**src/rtl/tdvfs_pkg.sv**
```systemverilog
package tdvfs_pkg;
  // Default voltage rows for an 8-bit code: round(255*sqrt((k+1)/16)), row 15 in the top byte.
  localparam logic [127:0] VTAB_DEFAULT = {
    8'd255, 8'd247, 8'd239, 8'd230, 8'd221, 8'd211, 8'd202, 8'd191,
    8'd180, 8'd169, 8'd156, 8'd143, 8'd128, 8'd110, 8'd90,  8'd64
  };

  localparam int VROWS = 16;
  localparam int VIDX_W = 4;
endpackage

```
**src/rtl/tdvfs_tick.sv**
```systemverilog
module tdvfs_tick #(
  parameter int CNT_W = 16
) (
  input  logic             clk,
  input  logic             rst,
  input  logic [CNT_W-1:0] period_cfg,
  output logic             tick
);
  logic [CNT_W-1:0] cnt_q;
  logic [CNT_W-1:0] last;

  assign last = (period_cfg == '0) ? '0 : period_cfg - 1'b1;
  assign tick = (cnt_q >= last);

  always_ff @(posedge clk) begin
    if (rst)       cnt_q <= '0;
    else if (tick) cnt_q <= '0;
    else           cnt_q <= cnt_q + 1'b1;
  end

  // with a period above one, two ticks never follow each other
  p_tick_gap_r2: assert property (@(posedge clk) disable iff (rst)
    (tick && period_cfg > 1) |=> (!tick || !$stable(period_cfg)));
endmodule

```
**src/rtl/tdvfs_pi.sv**
```systemverilog
module tdvfs_pi #(
  parameter int T_W   = 8,
  parameter int I_W   = 16,
  parameter int I_LIM = 8000,
  parameter int KP    = 32,
  parameter int KI    = 15,
  parameter int FRAC  = 8,
  parameter int N_W   = 8,
  parameter int N_MIN = 16,
  parameter int N_MAX = 200
) (
  input  logic           clk,
  input  logic           rst,
  input  logic           tick,
  input  logic [T_W-1:0] setpoint,
  input  logic [T_W-1:0] temp_in,
  output logic [N_W-1:0] n_cmd
);
  localparam int ACC_W = I_W + 24;
  localparam logic signed [I_W:0]     SUM_HI = (I_W+1)'(I_LIM);
  localparam logic signed [I_W:0]     SUM_LO = -SUM_HI;
  localparam logic signed [I_W-1:0]   INT_HI = I_W'(I_LIM);
  localparam logic signed [I_W-1:0]   INT_LO = -INT_HI;
  localparam logic signed [ACC_W-1:0] KP_S   = ACC_W'(KP);
  localparam logic signed [ACC_W-1:0] KI_S   = ACC_W'(KI);
  localparam logic signed [ACC_W-1:0] NLO_S  = ACC_W'(N_MIN);
  localparam logic signed [ACC_W-1:0] NHI_S  = ACC_W'(N_MAX);

  logic signed [T_W:0]   err;
  logic signed [I_W-1:0] integ_q;
  logic signed [I_W-1:0] integ_nx;

  // integrator step with symmetric saturation
  function automatic logic signed [I_W-1:0] integ_step(
    input logic signed [I_W-1:0] cur,
    input logic signed [T_W:0]   e
  );
    logic signed [I_W:0] s;
    s = (I_W+1)'(cur) + (I_W+1)'(e);
    if (s > SUM_HI)      s = SUM_HI;
    else if (s < SUM_LO) s = SUM_LO;
    return I_W'(s);
  endfunction

  // PI law scaled to a synthesizer word, clamped to the legal window
  function automatic logic [N_W-1:0] pi_word(
    input logic signed [T_W:0]   e,
    input logic signed [I_W-1:0] i
  );
    logic signed [ACC_W-1:0] acc;
    logic signed [ACC_W-1:0] u;
    acc = KP_S * ACC_W'(e) + KI_S * ACC_W'(i);
    u   = acc >>> FRAC;
    if (u < NLO_S)      return N_W'(N_MIN);
    else if (u > NHI_S) return N_W'(N_MAX);
    else                return N_W'(u);
  endfunction

  assign err      = $signed({1'b0, setpoint}) - $signed({1'b0, temp_in});
  assign integ_nx = integ_step(integ_q, err);
  assign n_cmd    = pi_word(err, integ_nx);

  always_ff @(posedge clk) begin
    if (rst)       integ_q <= '0;
    else if (tick) integ_q <= integ_nx;
  end

  p_integ_bound_r3: assert property (@(posedge clk) disable iff (rst)
    (integ_q <= INT_HI) && (integ_q >= INT_LO));
  p_integ_hold_r2: assert property (@(posedge clk) disable iff (rst)
    !tick |=> $stable(integ_q));
  p_integ_reset_r1: assert property (@(posedge clk)
    rst |=> (integ_q == '0));
endmodule

```
**src/rtl/tdvfs_nreg.sv**
```systemverilog
module tdvfs_nreg #(
  parameter int N_W   = 8,
  parameter int N_MIN = 16,
  parameter int N_MAX = 200
) (
  input  logic           clk,
  input  logic           rst,
  input  logic           tick,
  input  logic [N_W-1:0] n_cmd,
  input  logic           warn,
  input  logic           hot,
  output logic [N_W-1:0] n_q
);
  localparam logic [N_W-1:0] N_LO = N_W'(N_MIN);
  localparam logic [N_W-1:0] N_HI = N_W'(N_MAX);

  logic step_dn;
  logic step_up;

  assign step_dn = !tick && warn && (n_q > N_LO);
  assign step_up = !tick && !warn && !hot && (n_q < N_HI);

  always_ff @(posedge clk) begin
    if (rst)          n_q <= N_LO;
    else if (tick)    n_q <= n_cmd;
    else if (step_dn) n_q <= n_q - 1'b1;
    else if (step_up) n_q <= n_q + 1'b1;
  end

  p_n_window_r9: assert property (@(posedge clk) disable iff (rst)
    (n_q >= N_LO) && (n_q <= N_HI));
  p_down_one_r5: assert property (@(posedge clk) disable iff (rst)
    (!tick && warn && n_q > N_LO) |=> (n_q + 1 == $past(n_q)));
  p_up_one_r6: assert property (@(posedge clk) disable iff (rst)
    (!tick && !warn && !hot && n_q < N_HI) |=> (n_q == $past(n_q) + 1));
  p_hot_hold_r7: assert property (@(posedge clk) disable iff (rst)
    (!tick && !warn && hot) |=> $stable(n_q));
  p_n_reset_r1: assert property (@(posedge clk)
    rst |=> (n_q == N_LO));
endmodule

```
**src/rtl/tdvfs_vlut.sv**
```systemverilog
module tdvfs_vlut
  import tdvfs_pkg::*;
#(
  parameter int V_W = 8,
  parameter logic [VROWS*V_W-1:0] V_TABLE = VTAB_DEFAULT
) (
  input  logic [VIDX_W-1:0] idx,
  input  logic              en,
  output logic [V_W-1:0]    vcode
);
  logic [V_W-1:0] rows [VROWS];

  for (genvar k = 0; k < VROWS; k++) begin : g_row
    assign rows[k] = V_TABLE[k*V_W +: V_W];
  end

  assign vcode = en ? rows[idx] : '0;

  always_comb begin
    if (!en) a_vcode_off_r8: assert (vcode == '0);
  end
endmodule

```
**src/rtl/thermal_dvfs_ctrl.sv**
```systemverilog
module thermal_dvfs_ctrl
  import tdvfs_pkg::*;
#(
  parameter int T_W   = 8,
  parameter int N_W   = 8,
  parameter int V_W   = 8,
  parameter int CNT_W = 16,
  parameter int I_W   = 16,
  parameter int I_LIM = 8000,
  parameter int KP    = 32,
  parameter int KI    = 15,
  parameter int FRAC  = 8,
  parameter int N_MIN = 16,
  parameter int N_MAX = 200,
  parameter logic [VROWS*V_W-1:0] V_TABLE = VTAB_DEFAULT
) (
  input  logic             clk,
  input  logic             rst,
  input  logic [CNT_W-1:0] period_cfg,
  input  logic [T_W-1:0]   setpoint,
  input  logic [T_W-1:0]   temp_in,
  input  logic             warn,
  input  logic             vout_en,
  output logic [N_W-1:0]   n_out,
  output logic [V_W-1:0]   vcode,
  output logic             hot
);
  logic           tick;
  logic [N_W-1:0] n_cmd;

  assign hot = (temp_in > setpoint);

  tdvfs_tick #(.CNT_W(CNT_W)) u_tick (
    .clk(clk), .rst(rst), .period_cfg(period_cfg), .tick(tick)
  );

  tdvfs_pi #(
    .T_W(T_W), .I_W(I_W), .I_LIM(I_LIM), .KP(KP), .KI(KI), .FRAC(FRAC),
    .N_W(N_W), .N_MIN(N_MIN), .N_MAX(N_MAX)
  ) u_pi (
    .clk(clk), .rst(rst), .tick(tick), .setpoint(setpoint),
    .temp_in(temp_in), .n_cmd(n_cmd)
  );

  tdvfs_nreg #(.N_W(N_W), .N_MIN(N_MIN), .N_MAX(N_MAX)) u_nreg (
    .clk(clk), .rst(rst), .tick(tick), .n_cmd(n_cmd),
    .warn(warn), .hot(hot), .n_q(n_out)
  );

  tdvfs_vlut #(.V_W(V_W), .V_TABLE(V_TABLE)) u_vlut (
    .idx(n_out[N_W-1 -: VIDX_W]), .en(vout_en), .vcode(vcode)
  );

  // a tick loads the PI command whatever the warning says
  p_tick_load_r4: assert property (@(posedge clk) disable iff (rst)
    tick |=> (n_out == $past(n_cmd)));
endmodule

```
**config.mk**
```make
export PLATFORM = sky130hd
export DESIGN_NAME = thermal_dvfs_ctrl
export DESIGN_NICKNAME = d
export VERILOG_FILES = /design/src/rtl/tdvfs_pkg.sv /design/src/rtl/tdvfs_tick.sv /design/src/rtl/tdvfs_pi.sv /design/src/rtl/tdvfs_nreg.sv /design/src/rtl/tdvfs_vlut.sv /design/src/rtl/thermal_dvfs_ctrl.sv
export SDC_FILE = /design/constraint.sdc
export NUM_CORES = 1
export LEC_CHECK = 0
export ABC_AREA = 1
export BUFFER_PORTS_ARGS = -buffer_cell sky130_fd_sc_hd__buf_2
export CELL_PAD_IN_SITES_DETAIL_PLACEMENT = 0
export CELL_PAD_IN_SITES_GLOBAL_PLACEMENT = 1
export CORE_MARGIN = 2
export CORE_UTILIZATION = 35
export DETAILED_ROUTE_END_ITERATION = 10
export MAX_ROUTING_LAYER = met4
export PLACE_DENSITY_LB_ADDON = 0.08
export SLEW_MARGIN = 30
export SYNTH_ARGS = -nofsm -noshare
export SYNTH_HDL_FRONTEND = slang
export SYNTH_SLANG_ARGS = --single-unit
```
**constraint.sdc**
```tcl
create_clock -name clk -period 29.2 [get_ports clk]
set_clock_uncertainty 0.2 [all_clocks]
set_input_delay 8.76 -clock clk [delete_from_list [all_inputs] [get_ports clk]]
set_output_delay 8.76 -clock clk [all_outputs]
set_load 0.05 [all_outputs]
```
=== Word-level counts from Yosys, hierarchy flattened ===
Memories as Yosys holds them, arrays and structs flattened.
Index checks and enable logic that the tools add are counted.

* Register bits after elaboration: 40
* Memories: 1
* Output and inout port bits: 17
* Memory bits (read-only): 128
* Input bits: 36
* Word-level logic and storage cells: 44

{| class="wikitable"
|+ Memory list
! memory !! depth !! bits a word !! rd ports !! clocked after Yosys merged registers in !! write ports !! RTL line !! RTL
|-
| (no name shown) || 16 || 8 || 1 || 0 || 0 || tdvfs_vlut.sv:17 || <nowiki>assign vcode = en ? rows[idx] : '0;</nowiki>
|}

* Order comparisons: 9
* Add/subtract/negate cells: 7
* Bitwise gates (word level): 1
* Reduce and logical (&&, ||, !) cells: 11
* Multiplexer cells: 11
* Multiply operators: 1

{| class="wikitable"
|+ Operators by type and width
! kind !! number
|-
| $mux 8 || 8
|-
| $mux 16 || 3
|-
| $gt 32x9->1 const B || 1
|-
| $lt 32x6->1 const B || 1
|-
| $add 14x21->22 || 1
|-
| $mul 5x16->21 const A || 1
|-
| $add 16x9->17 || 1
|-
| $gt 17x14->1 const B || 1
|-
| $lt 17x14->1 const B || 1
|-
| $add 16x1->16 const B || 1
|-
| $ge 16x16->1 || 1
|-
| $logic_not 16->1 || 1
|-
| $sub 16x1->16 const B || 1
|-
| $sub 8x8->9 || 1
|-
| $add 8x1->8 const B || 1
|-
| $gt 8x5->1 const B || 1
|-
| $gt 8x8->1 || 1
|-
| $lt 8x8->1 const B || 1
|-
| $sub 8x1->8 const B || 1
|-
| $ge 5x5->1 const B || 1
|-
| $logic_and 1x1->1 || 5
|-
| $not 4->5 || 1
|-
| $logic_not 1->1 || 3
|-
| $reduce_bool 3->1 || 1
|-
| $reduce_or 2->1 || 1
|}

=== Depth between registers and ports, before layout ===
Gate-level depths: netlist (run 1).

* Word-level depth: 11
* Depth in mapped cells: 54
* Depth with buffers taken out: 53

=== Cells and area by module ===
From an unflattened synthesis (run 1), not the netlist that was laid out.

* Cells, all modules: 1304
* Area, all modules: 8100.3 µm²

{| class="wikitable"
|+ By module, submodules not included
! module !! cells each !! area each (µm²) !! times used !! seq. area each (µm²)
|-
| tdvfs_pi || 829 || 5039.8 || 1 || 320.3
|-
| tdvfs_tick || 263 || 1751.7 || 1 || 320.3
|-
| tdvfs_nreg || 115 || 743.2 || 1 || 160.2
|-
| tdvfs_vlut || 61 || 347.8 || 1 || 0.0
|-
| thermal_dvfs_ctrl || 36 || 217.7 || 1 || 0.0
|}

=== Worst setup path before layout (run 1) ===
OpenSTA, ideal clock, no wires.

* Path type: input to output
* From: input temp_in[2]
* To: output hot
* Buffers on the path: 0
* Arrival: 10.719 ns
* Data required time: 20.240 ns
* Cell stages on the path: 11
* Setup slack: 9.521 ns
* Cells stage by stage: inv_1 > ha_1 > a21oi_1 > o31ai_1 > a21oi_1 > nor2_1 > nor2_1 > nor2_1 > o21ai_0 > nand2_1 > a21oi_1

* Word-level cells in the longest chain between the ends: 1

{| class="wikitable"
|+ RTL lines
! element !! RTL line !! RTL
|-
| start, declared || thermal_dvfs_ctrl.sv:21 || <nowiki>input logic [T_W-1:0] temp_in,</nowiki>
|-
| $gt 8x8->1 || thermal_dvfs_ctrl.sv:31 || <nowiki>assign hot = (temp_in > setpoint);</nowiki>
|-
| end, declared || thermal_dvfs_ctrl.sv:26 || <nowiki>output logic hot</nowiki>
|}

Every way passes these cells.

=== Final worst setup path (run 1) ===
* From: input setpoint[2]
* To: output hot

* Word-level cells in the longest chain between the ends: 1

{| class="wikitable"
|+ RTL lines
! element !! RTL line !! RTL
|-
| start, declared || thermal_dvfs_ctrl.sv:20 || <nowiki>input logic [T_W-1:0] setpoint,</nowiki>
|-
| $gt 8x8->1 || thermal_dvfs_ctrl.sv:31 ||
|}

Every way passes these cells.

==> results of run 1 <==
[synthesized netlist by cell type (3+ instances only)]
master	n	area, um^2
nand3_2	5	50.1
o21bai_1	3	22.5
fa_1	40	801
nand2_1	256	961
nand4_1	11	68.8
and2_1	3	18.8
o211ai_1	8	60.1
xor2_1	23	201
clkbuf_1	10	37.5
ha_1	96	1200
a21oi_2	5	43.8
o21ai_0	45	225
nor2_1	110	413
xnor2_1	8	70.1
dfxtp_1	40	801
nor3_1	21	105
nand3_1	75	375
a21oi_1	69	345
a31oi_1	11	68.8
inv_1	225	845
nand3b_1	6	45.0
nand2_2	9	56.3
or2_2	8	50.1
nor4_1	3	18.8
a21o_1	3	22.5
[state kept, by name, indices dropped and copies added (netlist names)]
signal	count
u_pi.integ_q	16
u_nreg.n_q	8
u_tick.cnt_q	16
[through the flow]
step | cell area [um^2] | std cells | util (%)
after CTS | 7860 | 1437 | 39.1
final | 7860 | 1437 | 39.1
after floorplan | 7130 | 1117 | -
after global placement | 7690 | 1429 | 38.2
after global routing | 7860 | 1437 | 39.1
after detailed placement | 7690 | 1429 | 38.2
[cell families after synthesis]
family          share of synthesized area (%)
fa+ha+maj                                28.1
buf+inv                                  12.7
compound gates                           12.1
flops                                    11.2
xor+xnor                                 4.43
simple gates                             31.5
[worst paths after layout]
check	endpoint	cells after the start	start	slack [ns]
hold reg to reg	u_tick.cnt_q[0]	1	u_tick.cnt_q[0]	0.28
setup reg to reg	u_nreg.n_q[3]	36	u_pi.integ_q[0]	21.68
hold / removal	u_tick.cnt_q[0]	1	u_tick.cnt_q[0]	0.28
setup / recovery	hot	12	setpoint[2]	9.45
[cell type report]
class	instances	area [um^2]	share of cell area, %
inverter	227	855	10.9
clock inverter	3	46.3	0.589
clock buffer	5	125	1.59
tap	270	338	4.30
multi-input combinational	838	5420	69.0
timing repair buffer	54	275	3.50
sequential	40	801	10.2
[layout by cell type (no fill, tap or decap), drive strengths merged, types with 8 or more instances in the layout]
master	Yosys	layout
a21oi	74	74
a31oi	11	11
buf	2	54
dfxtp	40	40
fa	40	40
ha	96	96
inv	227	228
nand2	266	266
nand3	80	80
nand4	11	11
nor2	114	114
nor3	22	22
o211ai	8	8
o21ai	45	45
or2	8	8
xnor2	8	8
xor2	25	25
[layer usage]
layer | wire (um) | vias up | track usage (%) | share of wire, %
li1 | - | 3653 | - | -
met1 | 10200 | 3066 | 27.3 | 54
met2 | 8490 | 54 | 30.1 | 45
met3 | 255 | 4 | 1.38 | 1.3
met4 | 98 | 0 | 3.06 | 0.52
met5 | 0 | - | - | 0
[power by group]
| part | total, mW | switching, mW | leakage [nW] | internal, mW |
|---|---|---|---|---|
| registers | 0.0697 | 0.00992 | 0.325 | 0.0598 |
| clock network | 0.0662 | 0.0255 | 0.0804 | 0.0407 |
| logic | 0.811 | 0.536 | 3.90 | 0.274 |
[worst register-to-register path, delay by kind of cell (launching register included)]
| family | cells | cell delay [ns] |
|---|---|---|
| AND/OR/NAND/NOR | 15 | 2.14 |
| adder cells (fa/ha/maj) | 6 | 2.48 |
| AO/OA/AOI/OAI | 5 | 0.86 |
| buffers and inverters | 8 | 0.78 |
| XOR/XNOR | 2 | 0.61 |
| flip-flops | 1 | 0.34 |
==> results, run 1 <==
- The clock net in this run drives a total of 40 sinks.
- The worst path in the final design needs a cycle of 19.75 ns, including I/O delays and setup.
- The repair_antennas step left the layout with diodes totalling 0.
- The class of the tightest hold or removal check is reg2reg.
- The count of cells resized by post-cts repair is 0.
- The routability-driven placement congestion ratio is 0.836.
- The final count of pins violating max slew is 0.
- The number of nets in the synthesized netlist is 1,289.
- The estimated wirelength of the detail-placed design is 16,400 um.
- Setup violations remaining at the end of the flow were counted as 0.
- Buffers inserted to repair hold after CTS numbered 0.
- The count of synthesis-stage warnings from yosys is 0.
- The actual transition at the worst max-transition pin is 0.782 ns.
- Traced cell by cell, the critical path runs through buf_2 -> ha_1 -> a21oi_1 -> o31ai_1 -> a21oi_1 -> nor2_1 -> nor2_1 -> nor2_1 -> o21ai_0 -> nand2_1 -> a21oi_1 -> buf_2.
- Dividing the detail-routed via count by the number of cells gives 4.72.
- The setup path with the least slack is of type in2out.
- The mapped netlist covers 0.00713 mm^2.
- The number of standard cells after synthesis is 1,117.
- The via count of the first global-routing pass is 6,698.
- Dividing the synthesized area by the synthesized cell count gives 6.38 um^2.
- The routed layout has 6,777 vias.
- Across the run, the number of max-cap violations was 0.
- Counting the buffers created by CTS gives 5.
- The initial antenna violation count is 0.
- Yosys mapped a number of flops with a built-in enable equal to 0.
- Global routing consumed, over all layers together, 19.1% of the routing resources.
- Yosys mapped the design onto 45 distinct sky130hd cell types.
- The die covers 0.0215 mm^2.
- The first global-routing pass estimated 32,900 um of wire.
- Among cell families on the critical path, the largest total delay comes from compound AO/OA/AOI/OAI gates.
- The flow ran to the end, and the final reports show no timing, DRC or antenna violations.
- The total congestion overflow after global routing is 0.
- The kind of start point of the critical path is an input port.
- In this run, synthesis produced a sequential element count of 40.
- The initial cell density of the core is 35.4%.
- After routing, the total negative slack on setup checks comes to 0 ns.
- The number of buffer and inverter instances along the worst setup path is 2.
- Of the cells placed in the final design, the portion with a size suffix greater than 1 is 8.65%.
- The floorplan has 52 rows.
- The leakage power total is 4.31 nW.
- The final hold violation count is 0.
- The worst setup path is captured at a primary output.
- Hold timing on the final database bottoms out at a slack of 0.281 ns.
- In the final design database the tool counted 1,338 nets.
- The CTS H-tree depth is 2.
- Compared with the post-synthesis result, the final layout area differs by 10.3%.
- Summing the sequential cell areas from Yosys gives 11.2% of the chip area.
- Before CTS, the worst setup slack after placement is 9.41 ns.
- The floorplan step defined a core boundary enclosing 0.0201 mm^2.
- The later pin in the worst-skew pair is clocked with a latency of 0.29 ns.
- After layout, the worst path uses 67.6% of the clock period.
- Across the VDD grid, the largest voltage drop is 0.110 mV.
- The share of flip-flops with an asynchronous set or reset after synthesis is 0%.
- Setup repair after global routing left no endpoint under its margin.
- The count of routing violations after the opening detailed-route iteration is 246.
- After filler insertion, the fill cell instance count of the layout stands at 2,251.
- The most common flop cell mapped by yosys is dfxtp_1.
- The worst setup margin is 9.45 ns.
- The clock slew at the register clock pins of the worst setup and hold paths is 0.06 ns.
- The maximum fanout along the worst path is 4.
- Wires add up to 19,000 um.
- The die extent in y is 147 um.
- Power spread over the standard cell area amounts to 120 mW/mm^2.
- Entering global routing, the biggest net connects 32 pins.
- The tree is rooted in a clkbuf_16.
- The required time of the worst setup path is 20.24 ns.
- The highest attainable clock frequency is 50.6 MHz.
- The horizontal die dimension is 147 um.
- The TritonCTS clock tree is built.
- The first detailed-routing pass ran for 5 iterations.
- 53 I/O pins were placed.
- In the routed design, unresolved DRC markers number 0.
- On the worst path, the slowest cell contributes a delay of 0.33 ns.
- The count of nets left with antenna violations after detail routing is 0.
- In this run the deepest clock path goes through 2 buffers.
- Input and output buffers added on the ports amount to 52.
- The overall power is 0.947 mW.
- Data arrives at the worst endpoint at 10.79 ns.
- The slowest stage of the critical path is the ha_1 cell.
- The worst slew margin relative to its limit is 47.8%.
- Dividing the detail-routed wire length by the instance count gives 13.2 um.
- The buffer count from post-CTS setup fixing is 0.
Note: power is estimated with default switching activity, not from simulation.
==> inputs of run 2 (changes only) <==
==> constraint.sdc (replaced) <==
create_clock -name clk -period 17.8 [get_ports clk]
set_clock_uncertainty 0.2 [all_clocks]
set_input_delay 5.34 -clock clk [delete_from_list [all_inputs] [get_ports clk]]
set_output_delay 5.34 -clock clk [all_outputs]
set_load 0.05 [all_outputs]
==> run 2 against run 1 <==
  * Clock power is 63% higher
  * Via count is 0.21% higher
  * Non-clock buffer count stayed put
  * Utilization hardly changed
  * First-iteration DRC count is 41% higher
  * Combinational power is 65% higher
==> results, run 2 (synthesis gave the netlist of run 1 again) <==
- The number of buffers inserted during clock tree synthesis is 5 (unchanged).
- The shortest clock period the worst path allows after layout is 13.20 ns.
- The final setup violation count is 0 (unchanged).
- The final count of pins violating max slew is 0 (unchanged).
- The initial antenna violation count is 0 (unchanged).
- The number of sinks driven by the clock tree is 40 (unchanged).
- The total inserted antenna cells came to 0 (unchanged).
- The largest registers in the layout are u_pi.integ_q (16), u_tick.cnt_q (16), u_nreg.n_q (8).
- The worst setup timing slack at the placement stage came to 4.35 ns (-5.05 ns).
- The share of the clock period used by the worst path after layout is 74.1%.
- The CTS H-tree depth is 2 (unchanged).
- Derived from the worst setup path, the maximum achievable clock frequency is 75.8 MHz.
- The number of buffer and inverter instances along the worst setup path is 11 (+9).
- The type of element capturing the critical path is a flop.
- The count of cells resized by post-cts repair is 0 (unchanged).
- The wire length on met2 is 8340 um (-1.8%).
- Leaving out fill and tap cells, the most frequent cells in the layout are 256 x nand2_1, 225 x inv_1, 110 x nor2_1.
- The initial cell density of the core is 35.4% (unchanged).
- The leakage power total is 4.31 nW (about the same).
- The wire length on met1 is 10,300 um (+1.1%).
- The total congestion overflow after global routing is 0 (unchanged).
- The post-detailed-route wirelength per cell is 13.5 um (+1.9%).
- The final cell count without fillers is 1,437 (unchanged).
- The total vias in the final route is 6,791 (+0.21%).
- The total of buffers placed on input and output ports came to 52 (unchanged).
- The floorplan die area is 0.0215 mm^2 (unchanged).
- The required time of the worst setup path came to 17.78 ns (-2.46 ns).
- The count of routing violations after the opening detailed-route iteration came to 346 (+41%).
- The number of cells after detailed placement is 1,429 (unchanged).
- The buffer count from post-CTS setup fixing is 0 (unchanged).
- The placeable core area is 0.0201 mm^2 (unchanged).
- TritonCTS built the clock tree.
- The number of ports placed on the die boundary is 53 (unchanged).
- The overall power is 1.56 mW (+65%).
- The fraction of layout instances using a drive strength above 1 is 8.65% (unchanged).
- The largest individual stage delay along the critical path comes from the cell fa_1.
- The worst setup path is launched from an input port.
- The number of detailed-routing iterations run before antenna repair is 4 (-1).
- The flow ran to the end, and the final reports show no timing, DRC or antenna violations.
- The total routing usage reported by global routing came to 19.6% (+0.48 points).
- Setup repair after global routing left no endpoint under its margin.
- The deepest clock path buffer count came to 2 (unchanged).
- The estimated wirelength of the detail-placed design is 16,800 um (+2.5%).
- The count of hold-fix buffers inserted at cts is 0 (unchanged).
- The via count normalized by instance count was 4.73 (+0.21%).
- The final layout net count came to 1,338 (unchanged).
- The via count of the first global-routing pass is 6,784 (+1.3%).
- The number of placement rows is 52 (unchanged).
- The most used cell along the critical path is inv_1.
- The synthesis-to-layout area growth is 10.3% (about the same).
- The actual transition at the worst max-transition pin is 0.727 ns (-0.0554 ns).
- The worst slew margin relative to its limit is 51.5% (+3.7 points).
- The cell family contributing the most delay on the critical path is adder cells.
- The power per cell area is 198 mW/mm^2 (+65%).
- The clock slew at the register clock pins of the worst setup and hold paths came to 0.07 ns (about the same).
- The detailed route wirelength on metal3 is 444 um (+74%).
- The largest net degree at the start of global routing is 32 (unchanged).
- The global-route wire length before repair came to 33,200 um (+0.84%).
- The worst setup margin is 4.60 ns (-4.84 ns).
- The routability-driven placement congestion ratio was 0.838 (+0.29%).
- The worst-skew pair later-pin latency is 0.29 ns (about the same).
- The data arrival at the endpoint of the critical path came to 13.18 ns (+2.39 ns).
- In this run the clock root is driven by a clkbuf_16.
- The count of nets left with antenna violations after detail routing is 0 (unchanged).
- The final hold violation count is 0 (unchanged).
- The category of the critical setup timing path is in2reg.
- The min-delay analysis places its worst path in the category reg2reg.
- The maximum fanout along the worst path is 16 (+12).
- The highest ir drop seen on vdd came to 0.194 mV (+76%).
- The final setup TNS was 0 ns (unchanged).
- The worst stage delay on the critical path is 0.54 ns (+0.21 ns).
- The die extent in y is 147 um (unchanged).
- The highest layer touched by signal routing is met4.
- The horizontal die dimension is 147 um (unchanged).
- The max capacitance violation total is 0 (unchanged).
- The library cell used most frequently in the layout, excluding fill and tap cells, is nand2_1.
- The post-detailed-route DRC marker count is 0 (unchanged).
- The total length of routed wires is 19,400 um (+1.9%).
## run 2: changes by cell type in the layout (fill, tap and decap cells not counted)
cell | before | now
inv_6 | 1 | 0
clkinvlp_4 | 1 | 0
clkinv_4 | 0 | 2
## run 2: worst paths after layout
path                    from         endpoint  slack (ns)  cells past startpoint
max              setpoint[0]    u_nreg.n_q[3]        4.60                     46
min          u_tick.cnt_q[0]  u_tick.cnt_q[0]        0.27                      1
max reg2reg  u_pi.integ_q[0]    u_nreg.n_q[3]       10.64                     39
min reg2reg  u_tick.cnt_q[0]  u_tick.cnt_q[0]        0.27                      1
## run 2: metrics by stage
step	utilization, %	hold slack, ns	area, um^2
after detailed placement	38.2	0.252	7690
final	39.1	0.266	7860
after CTS	39.1	0.268	7860
after floorplan	-	0.230	7130
after global placement	38.2	0.257	7690
after global routing	39.1	0.283	7860
## run 2: layout make-up
class,instances,area [um^2]
inverters,227,855
clock inverters,3,47.5
multi-input cells,838,5420
well taps,270,338
clock buffers,5,125
fillers,2259,12200
flip-flops and latches,40,801
repair buffers,54,275
## run 2: power by group
part	switching, mW	total, mW	internal (mW)
Combinational	0.884	1.34	0.453
Sequential	0.0166	0.115	0.0981
Clock	0.0410	0.108	0.0667
Total	0.942	1.56	0.618
## run 2: metal layers
layer  vias up  track usage, %
li1       3643               -
met1      3049            27.9
met2        86            30.2
met3        13            1.63
met4         0            4.37
met5         -               -
==> inputs of run 3 (changes only) <==
==> constraint.sdc (replaced) <==
create_clock -name clk -period 13.2 [get_ports clk]
set_clock_uncertainty 0.2 [all_clocks]
set_input_delay 3.96 -clock clk [delete_from_list [all_inputs] [get_ports clk]]
set_output_delay 3.96 -clock clk [all_outputs]
set_load 0.05 [all_outputs]
==> run 3 against run 2 <==
  * Sequential share of layout area is the same
  * Final area is the same
  * Routed wire length shrank 0.40%
  * Cell count is the same
  * First-iteration DRC count shrank 6.1%
  * Register-to-register slack lost 4.6 ns
  * Clock power grew 34%
  * Count of clock-buffer cells in the layout is the same
  * Utilization is the same
  * Critical path depth shrank 1
  * Critical path type unchanged
  * Flip-flop and latch count is the same
==> results, run 3 (synthesis gave the netlist of run 1 again) <==
- The run finished with clean final reports.
- The actual transition at the worst max-transition pin was 0.827 ns (+0.100 ns).
- The number of detailed-routing iterations run before antenna repair is 5 (+1).
- The leakage power total is 4.31 nW (unchanged).
- The shortest clock period the worst path allows after layout is 12.13 ns.
- The overall power came to 2.10 mW (+35%).
- The highest ir drop seen on vdd was 0.332 mV (+71%).
- The via count of the first global-routing pass is 6,706 (-1.1%).
- The total of buffers placed on input and output ports is 52 (unchanged).
- The initial cell density of the core is 35.4% (unchanged).
- The internal power summed over all cells is 0.832 mW (+35%).
- The critical path is of the in2reg type.
- STA classifies the critical path endpoint as a flop.
- The total length of routed wires is 19,300 um (-0.40%).
- The synthesis-to-layout area growth is 10.3% (unchanged).
- The most used cell along the critical path is inv_1.
- The count of hold-fix buffers inserted at cts is 0 (unchanged).
- The total routing usage reported by global routing is 19.6% (about the same).
- The number of ports placed on the die boundary is 53 (unchanged).
- The buffer count from post-CTS setup fixing is 0 (unchanged).
- The power per cell area is 268 mW/mm^2 (+35%).
- The cell sitting at the root of the clock tree is a clkbuf_16.
- The number of buffers inserted during clock tree synthesis is 5 (unchanged).
- The count of cells resized by post-cts repair is 0 (unchanged).
- The clock group share of total power was 6.9% (about the same).
- The placeable core area is 0.0201 mm^2 (unchanged).
- The total inserted antenna cells is 0 (unchanged).
- The global-route wire length before repair is 33,300 um (+0.29%).
- The critical-path cell with the highest stage delay is a21oi_1.
- The post-detailed-route DRC marker count is 0 (unchanged).
- The post-detailed-route wirelength per cell is 13.4 um (-0.40%).
- The routability-driven placement congestion ratio came to 0.799 (-4.6%).
- Timing would allow up to 82.4 MHz.
- The clock slew at the register clock pins of the worst setup and hold paths is 0.06 ns (about the same).
- STA classifies the critical path startpoint as an input port.
- The total vias in the final route came to 6,785 (-0.088%).
- The final setup violation count came to 0 (unchanged).
- The proportion of total power due to net switching came to 60.5% (+0.096 points).
- The initial antenna violation count was 0 (unchanged).
- The total congestion overflow after global routing is 0 (unchanged).
- Leaving out fill and tap cells, the most frequent cells in the layout are 256 x nand2_1, 225 x inv_1, 110 x nor2_1.
- The CTS H-tree depth came to 2 (unchanged).
- The final layout net count is 1,338 (unchanged).
- The floorplan die area is 0.0215 mm^2 (unchanged).
- The die extent in y is 147 um (unchanged).
- The tightest min-delay check is of the reg2reg type.
- The estimated wirelength of the detail-placed design is 16,700 um (-0.18%).
- The max capacitance violation total is 0 (unchanged).
- The count of nets left with antenna violations after detail routing is 0 (unchanged).
- The combinational share of power is 85.7% (about the same).
- The deepest clock path buffer count is 2 (unchanged).
- The number of fillers in the final layout is 2,233 (-1.2%).
- The required time of the worst setup path came to 13.23 ns (-4.55 ns).
- The largest registers in the layout are u_pi.integ_q (16), u_tick.cnt_q (16), u_nreg.n_q (8).
- The horizontal die dimension is 147 um (unchanged).
- Setup repair after global routing left no endpoint under its margin.
- The final setup TNS was 0 ns (unchanged).
- The count of routing violations after the opening detailed-route iteration is 325 (-6.1%).
- The final count of pins violating max slew is 0 (unchanged).
- The worst hold slack across all endpoints was 0.287 ns (+0.0211 ns).
- The number of sinks driven by the clock tree is 40 (unchanged).
- The most frequent standard cell in the layout excluding fill and tap cells is nand2_1.
- The data arrival at the endpoint of the critical path came to 12.17 ns (-1.01 ns).
- The cell area after layout is 0.00786 mm^2 (unchanged).
- The final standard cell utilization of the core came to 39.1% (unchanged).
- The fraction of layout instances using a drive strength above 1 was 8.65% (unchanged).
- The number of placement rows came to 52 (unchanged).
- The TritonCTS clock tree is built.
- The maximum fanout along the worst path came to 13 (-3).
- The worst stage delay on the critical path is 0.64 ns (+0.10 ns).
- The relative contribution of sequential cells to total power is 7.4% (about the same).
- The via count normalized by instance count is 4.72 (about the same).
- The share of the clock period used by the worst path after layout is 91.9%.
- The final hold violation count came to 0 (unchanged).
- The worst slew margin relative to its limit is 44.9% (-6.6 points).
- The worst-skew pair later-pin latency is 0.29 ns (about the same).
- The switching component of the power is 1.27 mW (+35%).
- The largest net degree at the start of global routing is 32 (unchanged).
- The area after detailed placement is 0.00769 mm^2 (unchanged).
-- run 3: cell counts in the layout (fill, tap and decap cells not counted) --
Identical to the previous run, type by type.
-- run 3: worst paths after layout --
kind / endpoint / startpoint / slack, ns / cells past startpoint
max: u_nreg.n_q[1] / setpoint[0] / 1.07 / 45
min reg2reg: u_tick.cnt_q[0] / u_tick.cnt_q[0] / 0.29 / 1
max reg2reg: u_nreg.n_q[1] / u_pi.integ_q[0] / 6.09 / 36
min: u_tick.cnt_q[0] / u_tick.cnt_q[0] / 0.29 / 1
-- run 3: area by class of cell --
type                       count  area, um^2  area share [%]
sequential                    40         801            10.2
tap                          270         338            4.30
clock inverter                 3        47.5           0.605
timing repair buffer          54         275            3.50
clock buffer                   5         125            1.59
inverter                     227         855            10.9
multi-input combinational    838        5420            69.0
-- run 3: per-stage QoR --
step           setup slack [ns]  instances
6_report                   1.07       1437
5_1_grt                   0.166       1437
4_1_cts                    1.04       1437
3_5_place_dp              0.785       1429
3_3_place_gp              0.939       1429
2_1_floorplan              1.34       1117
-- run 3: per-layer routing --
layer	up-vias	track usage, %	part of all wire, %
met5	-	-	0
met3	15	1.72	2.5
met4	0	4.32	1.8
li1	3646	-	-
met1	3040	27.9	53
met2	84	30.1	43
-- run 3: worst max-delay path: cells and delay by family --
kind	cells	cell delay (ns)
adders and majority gates	7	2.75
and+or+nand+nor	17	2.24
AOI/OAI and AO/OA	10	2.03
buffers and inverters	9	0.72
xor gates and xnor gates	2	0.48
-- run 3: power groups by stage --
stage          Clock, mW  Sequential [mW]  Combinational (mW)
2_1_floorplan          0            0.183                1.34
3_3_place_gp           0            0.158                1.84
3_5_place_dp           0            0.158                1.81
4_1_cts            0.149            0.155                1.83
5_1_grt            0.153            0.158                2.11
6_report           0.145            0.155                1.80
